## config.mk

```make
export PLATFORM = sky130hd
export DESIGN_NAME = esc_link
export DESIGN_NICKNAME = d
export VERILOG_FILES = /design/src/rtl/esc_link_pkg.sv /design/src/rtl/esc_tx.sv /design/src/rtl/esc_rx.sv /design/src/rtl/esc_link.sv
export SDC_FILE = /design/constraint.sdc
export NUM_CORES = 1
export LEC_CHECK = 0
export CAP_MARGIN = 0
export CORE_AREA = 2 2 39 41
export CTS_CLUSTER_DIAMETER = 100
export DETAILED_ROUTE_END_ITERATION = 6
export DIE_AREA = 0 0 41 43
export HOLD_SLACK_MARGIN = 0.08
export SKIP_CTS_REPAIR_TIMING = 1
export SYNTH_ARGS = -nofsm -noshare
export SYNTH_HDL_FRONTEND = slang
export SYNTH_SLANG_ARGS = --single-unit
```

## constraint.sdc

```tcl
create_clock -name clk_i -period 2.3 [get_ports clk_i]
set_input_delay 0.46 -clock clk_i [delete_from_list [all_inputs] [get_ports clk_i]]
set_output_delay 0.46 -clock clk_i [all_outputs]
set_load 0.01 [all_outputs]
```

## src/rtl/esc_link_pkg.sv

```systemverilog
package esc_link_pkg;

    typedef struct packed {
        logic p;
        logic n;
    } diff_t;

    typedef enum logic [1:0] {
        TX_IDLE,
        TX_PING,
        TX_REPLY,
        TX_ESC
    } tx_state_e;

    typedef enum logic [1:0] {
        RX_IDLE,
        RX_FIRST,
        RX_HELD
    } rx_state_e;

    function automatic logic diff_ok(diff_t d);
        return d.p ^ d.n;
    endfunction

endpackage

```

## src/rtl/esc_tx.sv

```systemverilog
module esc_tx
    import esc_link_pkg::*;
(
    input  logic  clk_i,
    input  logic  rst_ni,
    input  logic  esc_req_i,
    input  logic  ping_req_i,
    input  diff_t resp_i,
    output diff_t esc_o,
    output logic  ping_ok_o,
    output logic  integ_fail_o
);

    tx_state_e state_q, state_d;
    logic      exp_q;
    logic      served_q;
    logic      pend;
    logic      send;
    logic      resp_good;

    always_comb begin
        pend      = ping_req_i && !served_q;
        send      = esc_req_i || ((state_q == TX_IDLE) && pend);
        resp_good = diff_ok(resp_i) && (resp_i.p == exp_q);
    end

    always_comb begin
        state_d = state_q;
        unique case (state_q)
            TX_IDLE: begin
                if (esc_req_i)  state_d = TX_ESC;
                else if (pend)  state_d = TX_PING;
            end
            TX_PING: begin
                if (esc_req_i)      state_d = TX_ESC;
                else if (resp_good) state_d = TX_REPLY;
                else                state_d = TX_IDLE;
            end
            TX_REPLY: begin
                state_d = esc_req_i ? TX_ESC : TX_IDLE;
            end
            TX_ESC: begin
                state_d = esc_req_i ? TX_ESC : TX_IDLE;
            end
            default: state_d = TX_IDLE;
        endcase
    end

    always_ff @(posedge clk_i or negedge rst_ni) begin
        if (!rst_ni) begin
            state_q  <= TX_IDLE;
            exp_q    <= 1'b0;
            served_q <= 1'b0;
        end else begin
            state_q  <= state_d;
            exp_q    <= send ? ~exp_q : 1'b0;
            served_q <= ping_req_i && (served_q || ping_ok_o);
        end
    end

    always_comb begin
        esc_o.p      = rst_ni && send;
        esc_o.n      = !(rst_ni && send);
        ping_ok_o    = (state_q == TX_REPLY) && resp_good;
        integ_fail_o = !resp_good;
    end

    a_r4_ok_needs_req: assert property (@(posedge clk_i) disable iff (!rst_ni)
        ping_ok_o |-> ping_req_i);

    a_r4_ok_single: assert property (@(posedge clk_i) disable iff (!rst_ni)
        ping_ok_o |=> !ping_ok_o);

endmodule

```

## src/rtl/esc_rx.sv

```systemverilog
module esc_rx
    import esc_link_pkg::*;
(
    input  logic  clk_i,
    input  logic  rst_ni,
    input  diff_t esc_i,
    output diff_t resp_o,
    output logic  esc_act_o
);

    rx_state_e state_q, state_d;
    logic      tog_q;
    logic      err_q;
    logic      hi;
    logic      bad;

    always_comb begin
        bad = !diff_ok(esc_i);
        hi  = !bad && esc_i.p;
    end

    always_comb begin
        state_d = RX_IDLE;
        unique case (state_q)
            RX_IDLE:  state_d = hi ? RX_FIRST : RX_IDLE;
            RX_FIRST: state_d = hi ? RX_HELD  : RX_IDLE;
            RX_HELD:  state_d = hi ? RX_HELD  : RX_IDLE;
            default:  state_d = RX_IDLE;
        endcase
    end

    always_ff @(posedge clk_i or negedge rst_ni) begin
        if (!rst_ni) begin
            state_q <= RX_IDLE;
            tog_q   <= 1'b0;
            err_q   <= 1'b0;
        end else begin
            state_q <= state_d;
            tog_q   <= hi ? ~tog_q : 1'b0;
            err_q   <= bad;
        end
    end

    always_comb begin
        resp_o.p  = tog_q;
        resp_o.n  = ~tog_q ^ err_q;
        esc_act_o = hi && (state_q != RX_IDLE);
    end

    a_r3_first_high_quiet: assert property (@(posedge clk_i) disable iff (!rst_ni)
        (state_q == RX_IDLE) |-> !esc_act_o);

endmodule

```

## src/rtl/esc_link.sv

```systemverilog
module esc_link
    import esc_link_pkg::*;
(
    input  logic clk_i,
    input  logic rst_ni,
    input  logic esc_req_i,
    input  logic ping_req_i,
    input  logic flt_esc_p_i,
    input  logic flt_esc_n_i,
    input  logic flt_resp_p_i,
    input  logic flt_resp_n_i,
    output logic ping_ok_o,
    output logic integ_fail_o,
    output logic esc_act_o
);

    diff_t tx_esc, rx_esc;
    diff_t rx_resp, tx_resp;

    // wires between the two sides, each with its fault inverter
    always_comb begin
        rx_esc.p  = tx_esc.p  ^ flt_esc_p_i;
        rx_esc.n  = tx_esc.n  ^ flt_esc_n_i;
        tx_resp.p = rx_resp.p ^ flt_resp_p_i;
        tx_resp.n = rx_resp.n ^ flt_resp_n_i;
    end

    esc_tx u_tx (
        .clk_i        (clk_i),
        .rst_ni       (rst_ni),
        .esc_req_i    (esc_req_i),
        .ping_req_i   (ping_req_i),
        .resp_i       (tx_resp),
        .esc_o        (tx_esc),
        .ping_ok_o    (ping_ok_o),
        .integ_fail_o (integ_fail_o)
    );

    esc_rx u_rx (
        .clk_i     (clk_i),
        .rst_ni    (rst_ni),
        .esc_i     (rx_esc),
        .resp_o    (rx_resp),
        .esc_act_o (esc_act_o)
    );

    // checker state for the link-level properties
    logic chk_req_q;
    logic chk_clean_q;
    logic esc_clean;

    assign esc_clean = !flt_esc_p_i && !flt_esc_n_i;

    always_ff @(posedge clk_i or negedge rst_ni) begin
        if (!rst_ni) begin
            chk_req_q   <= 1'b0;
            chk_clean_q <= 1'b0;
        end else begin
            chk_req_q   <= esc_req_i;
            chk_clean_q <= esc_clean;
        end
    end

    always @(posedge clk_i) begin
        if (!rst_ni) begin
            a_r1_reset_levels: assert (!tx_esc.p && tx_esc.n && !rx_resp.p && rx_resp.n);
        end
    end

    a_r2_act_follows: assert property (@(posedge clk_i) disable iff (!rst_ni)
        chk_req_q && chk_clean_q && esc_req_i && esc_clean |-> esc_act_o);

    a_r2_act_needs_req: assert property (@(posedge clk_i) disable iff (!rst_ni)
        esc_act_o && esc_clean && chk_clean_q |-> esc_req_i);

    a_r7_resp_toggles: assert property (@(posedge clk_i) disable iff (!rst_ni)
        esc_act_o |=> (rx_resp.p != $past(rx_resp.p)));

    a_r8_resp_fault_seen: assert property (@(posedge clk_i) disable iff (!rst_ni)
        (flt_resp_p_i ^ flt_resp_n_i) |-> integ_fail_o);

    a_r9_esc_fault_seen: assert property (@(posedge clk_i) disable iff (!rst_ni)
        !diff_ok(rx_esc) |=> integ_fail_o || (flt_resp_p_i ^ flt_resp_n_i));

endmodule

```

==> results.py, run 1 <==
metrics = {
    "global_routing": {
        "grt_pass1_vias": 414,
        "grt_pass1_wl_mm": 1.66,
        "gr-usage-all-layers": 0.146,
        "grt_max_degree": 7,
        "antenna_found_initial": 0,
        "grt-ovfl-total": 0,
    },
    "floorplanning": {
        "die_h_um": 43,
        "die_area_sq_um": 1760,
        "ioPinCount": 11,
        "die_w_um": 41,
        "core_area_sq_um": 1380,
        "start_util": 0.321,
        "rows": 14,
    },
    "setup_path": {
        "r2r_start": "u_rx.err_q",
        "crit_path_max_fanout": 3,
        "cp_top_family": "buffers and inverters",
        "cp_num_cells": 5,
        "crit_type": "input pin to output pin",
        "ff2ff_setup_slack_ns": 1.03,
        "critPathLaunchType": "input pin",
        "cpPeakStageDelay_ns": 0.41,
        "crit_start": "flt_resp_n_i",
        "rr_endpoint": "u_tx.state_q[1]",
        "ff2ff_path_depth": 4,
        "slowest_stage": "clkdlybuf4s50_1",
        "crit_required_ns": 1.84,
        "path_cells": "clkdlybuf4s50_1, xor2_1, or3_1, and2_1, dlymetal6s2s_1",
        "crit_path_end_kind": "output pin",
        "path_buf_inv": 2,
        "worst_ep_arrival_time_ns": 1.75,
    },
    "sta": {
        "fin_worst_skew_ns": 0.0101,
        "min_period_over_period": 0.959,
        "finalMaxSlewViolations": 0,
        "tightest_slew_ns": 0.288,
        "max_freq_mhz": 453,
        "hold_viol": 0,
        "min_period_ns": 2.21,
        "rsz0062_at_grt": "false",
        "relSlewSlack": 0.806,
        "setup_viol": 0,
        "fin_hold_ws_ns": 0.474,
    },
    "route": {
        "drt-total-wl_um": 947,
        "wl_per_cell_um": 11.7,
        "vias": 397,
        "drc": 0,
        "ant_nets": 0,
        "drt-pass1-iter-count": 4,
        "drt_iter0_markers": 6,
        "vias_per_cell": 4.90,
    },
    "power": {
        "power_leakage_nw": 0.333,
        "total_power_mw": 0.367,
        "peakVddDrop_v": 0.000313,
        "combinationalPowerShare": 0.263,
        "internal_power_mw": 0.268,
        "clkPwrFrac": 0.290,
        "power.switching_mw": 0.0983,
        "switching_share": 0.268,
        "p_seq_frac": 0.447,
        "pwr_density_cell_nw_per_um2": 541,
    },
    "logic_synthesis": {
        "yosysTopAreaCell": "dfrtp_1",
        "ys.flop_type": "dfrtp_1",
        "synth_common_cells": "dfrtp_1, a21oi_1, nand2b_1",
        "yosysWarningCount": 0,
        "synth_area_leaders": "dfrtp_1, ha_1, a21oi_1, nand2b_1, xor2_1",
        "syn_area_sq_um": 444,
        "synth_cell_type_count": 23,
        "ys_seq_area_frac": 0.451,
        "synth_top_area_frac": 0.451,
        "yosys_register_bits": 8,
        "synthArstFlopShare": 1.00,
        "synth_nets": 52,
        "syn_avg_cell_area_sq_um": 10.6,
        "yosys.cell_count.top_type": "dfrtp_1",
        "syn_inst": 42,
        "synth_edf_count": 0,
    },
    "finish": {
        "area_growth_pct": 52.7,
        "antenna_cells": 0,
        "final_layout_size_suffix_gt1_frac": 0.246,
        "fin_nets": 77,
    },
    "clock_network": {
        "cts_max_level": 1,
        "cts.reportedPaths.clkPinSlew_ns": 0.05,
        "cts_buffers": 3,
        "insertion_delay_ns": 0.25,
        "root_buffer": "clkbuf_4",
        "clock_path_buffers": 2,
        "cts_tree": "built",
        "cts.sinks": 8,
    },
    "run_status": {
        "outcome": "finished clean",
    },
    "place": {
        "hpwl_um": 747,
        "port_buffers": 10,
        "place_congestion": 0.709,
    },
    "hold_path": {
        "hp-start": "u_tx.exp_q",
        "hold_depth": 1,
        "whs_endpoint": "u_tx.exp_q",
        "hp-class": "flip-flop to flip-flop",
    },
    "flow_run": {
        "maxCapViolations": 0,
    },
}
area by class of cell:
cell class | count | area (sq um)
inverter | 2 | 7.51
tap | 16 | 20.0
timing repair buffer | 20 | 183
clock buffer | 3 | 22.5
sequential | 8 | 200
fill | 136 | 706
multi-input combinational | 32 | 245
sequential cells by signal, summed over array words and instances (netlist names):
register	cells
u_rx.state_q	2
u_tx.state_q	2
u_rx.err_q	1
u_rx.tog_q	1
u_tx.exp_q	1
u_tx.served_q	1
power by group through the flow:
stage               Sequential (mW)  Clock (mW)  Combinational (mW)
detailed placement            0.165           0              0.0977
floorplan                     0.163           0              0.0444
finish                        0.164       0.106              0.0965
global route                  0.166       0.116               0.109
CTS                           0.163       0.111              0.0983
global placement              0.165           0              0.0951
kinds of logic after synthesis:
kind of cell	Yosys count	synth area share
compound gates	9	0.144
xor+xnor	3	0.0761
fa+ha+maj	2	0.0563
buf+inv	2	0.0169
flops	8	0.451
simple gates	18	0.256
cells in the final DEF, fill, tap and decap left out, drive strengths merged, types with 2 or more instances in the layout:
cell type,Yosys,final
dlymetal6s2s,0,3
nand2,2,2
dfrtp,8,8
and2,2,2
nor4b,2,2
buf,0,10
ha,2,2
a21oi,4,4
xor2,3,3
nand2b,3,3
nor2b,2,2
nor2,2,2
clkbuf,0,3
inv,2,2
clkdlybuf4s50,0,7
per-layer routing:
layer | vias to the layer above | GRT usage | routed length (um)
li1 | 195 | - | -
met1 | 184 | 0.159 | 388
met3 | 2 | 0.0785 | 63
met5 | - | 0 | 0
met2 | 16 | 0.225 | 487
met4 | 0 | 0.0600 | 8
through the flow:
stage	setup TNS [ns]	setup WS, ns	cell area (sq um)	instances	util
finish	0	0.0933	678	81	0.490
global route	0	0.0210	678	81	0.490
CTS	-0.722	-0.270	662	81	0.478
detailed placement	-0.708	-0.267	639	78	0.462
global placement	-0.667	-0.243	639	78	0.462
floorplan	0	0.618	444	42	-
worst register-to-register path: stages, from the launching register on:
cell and delay, ns:
dfrtp_1 0.37, xor2_1 0.18, buf_4 0.15, and2_1 0.15
a311o_1 0.30
worst max-delay path by stage:
stage,slack (ns),to
floorplan,0.62,ping_ok_o
global placement,-0.24,ping_ok_o
detailed placement,-0.27,ping_ok_o
CTS,-0.27,ping_ok_o
global route,0.02,integ_fail_o
finish,0.09,integ_fail_o
Note: power is estimated with default switching activity, not from simulation.
==> run 2: changes to the inputs <==
- CAP_MARGIN: 0 -> 40
==> results of run 2 <==
The final DEF is identical to that of run 1; final timing and power are the same.
==> run 3: changes to the inputs <==
- SLEW_MARGIN: not set -> 20
==> results of run 3 <==
The final DEF is identical to that of run 1; final timing and power are the same.
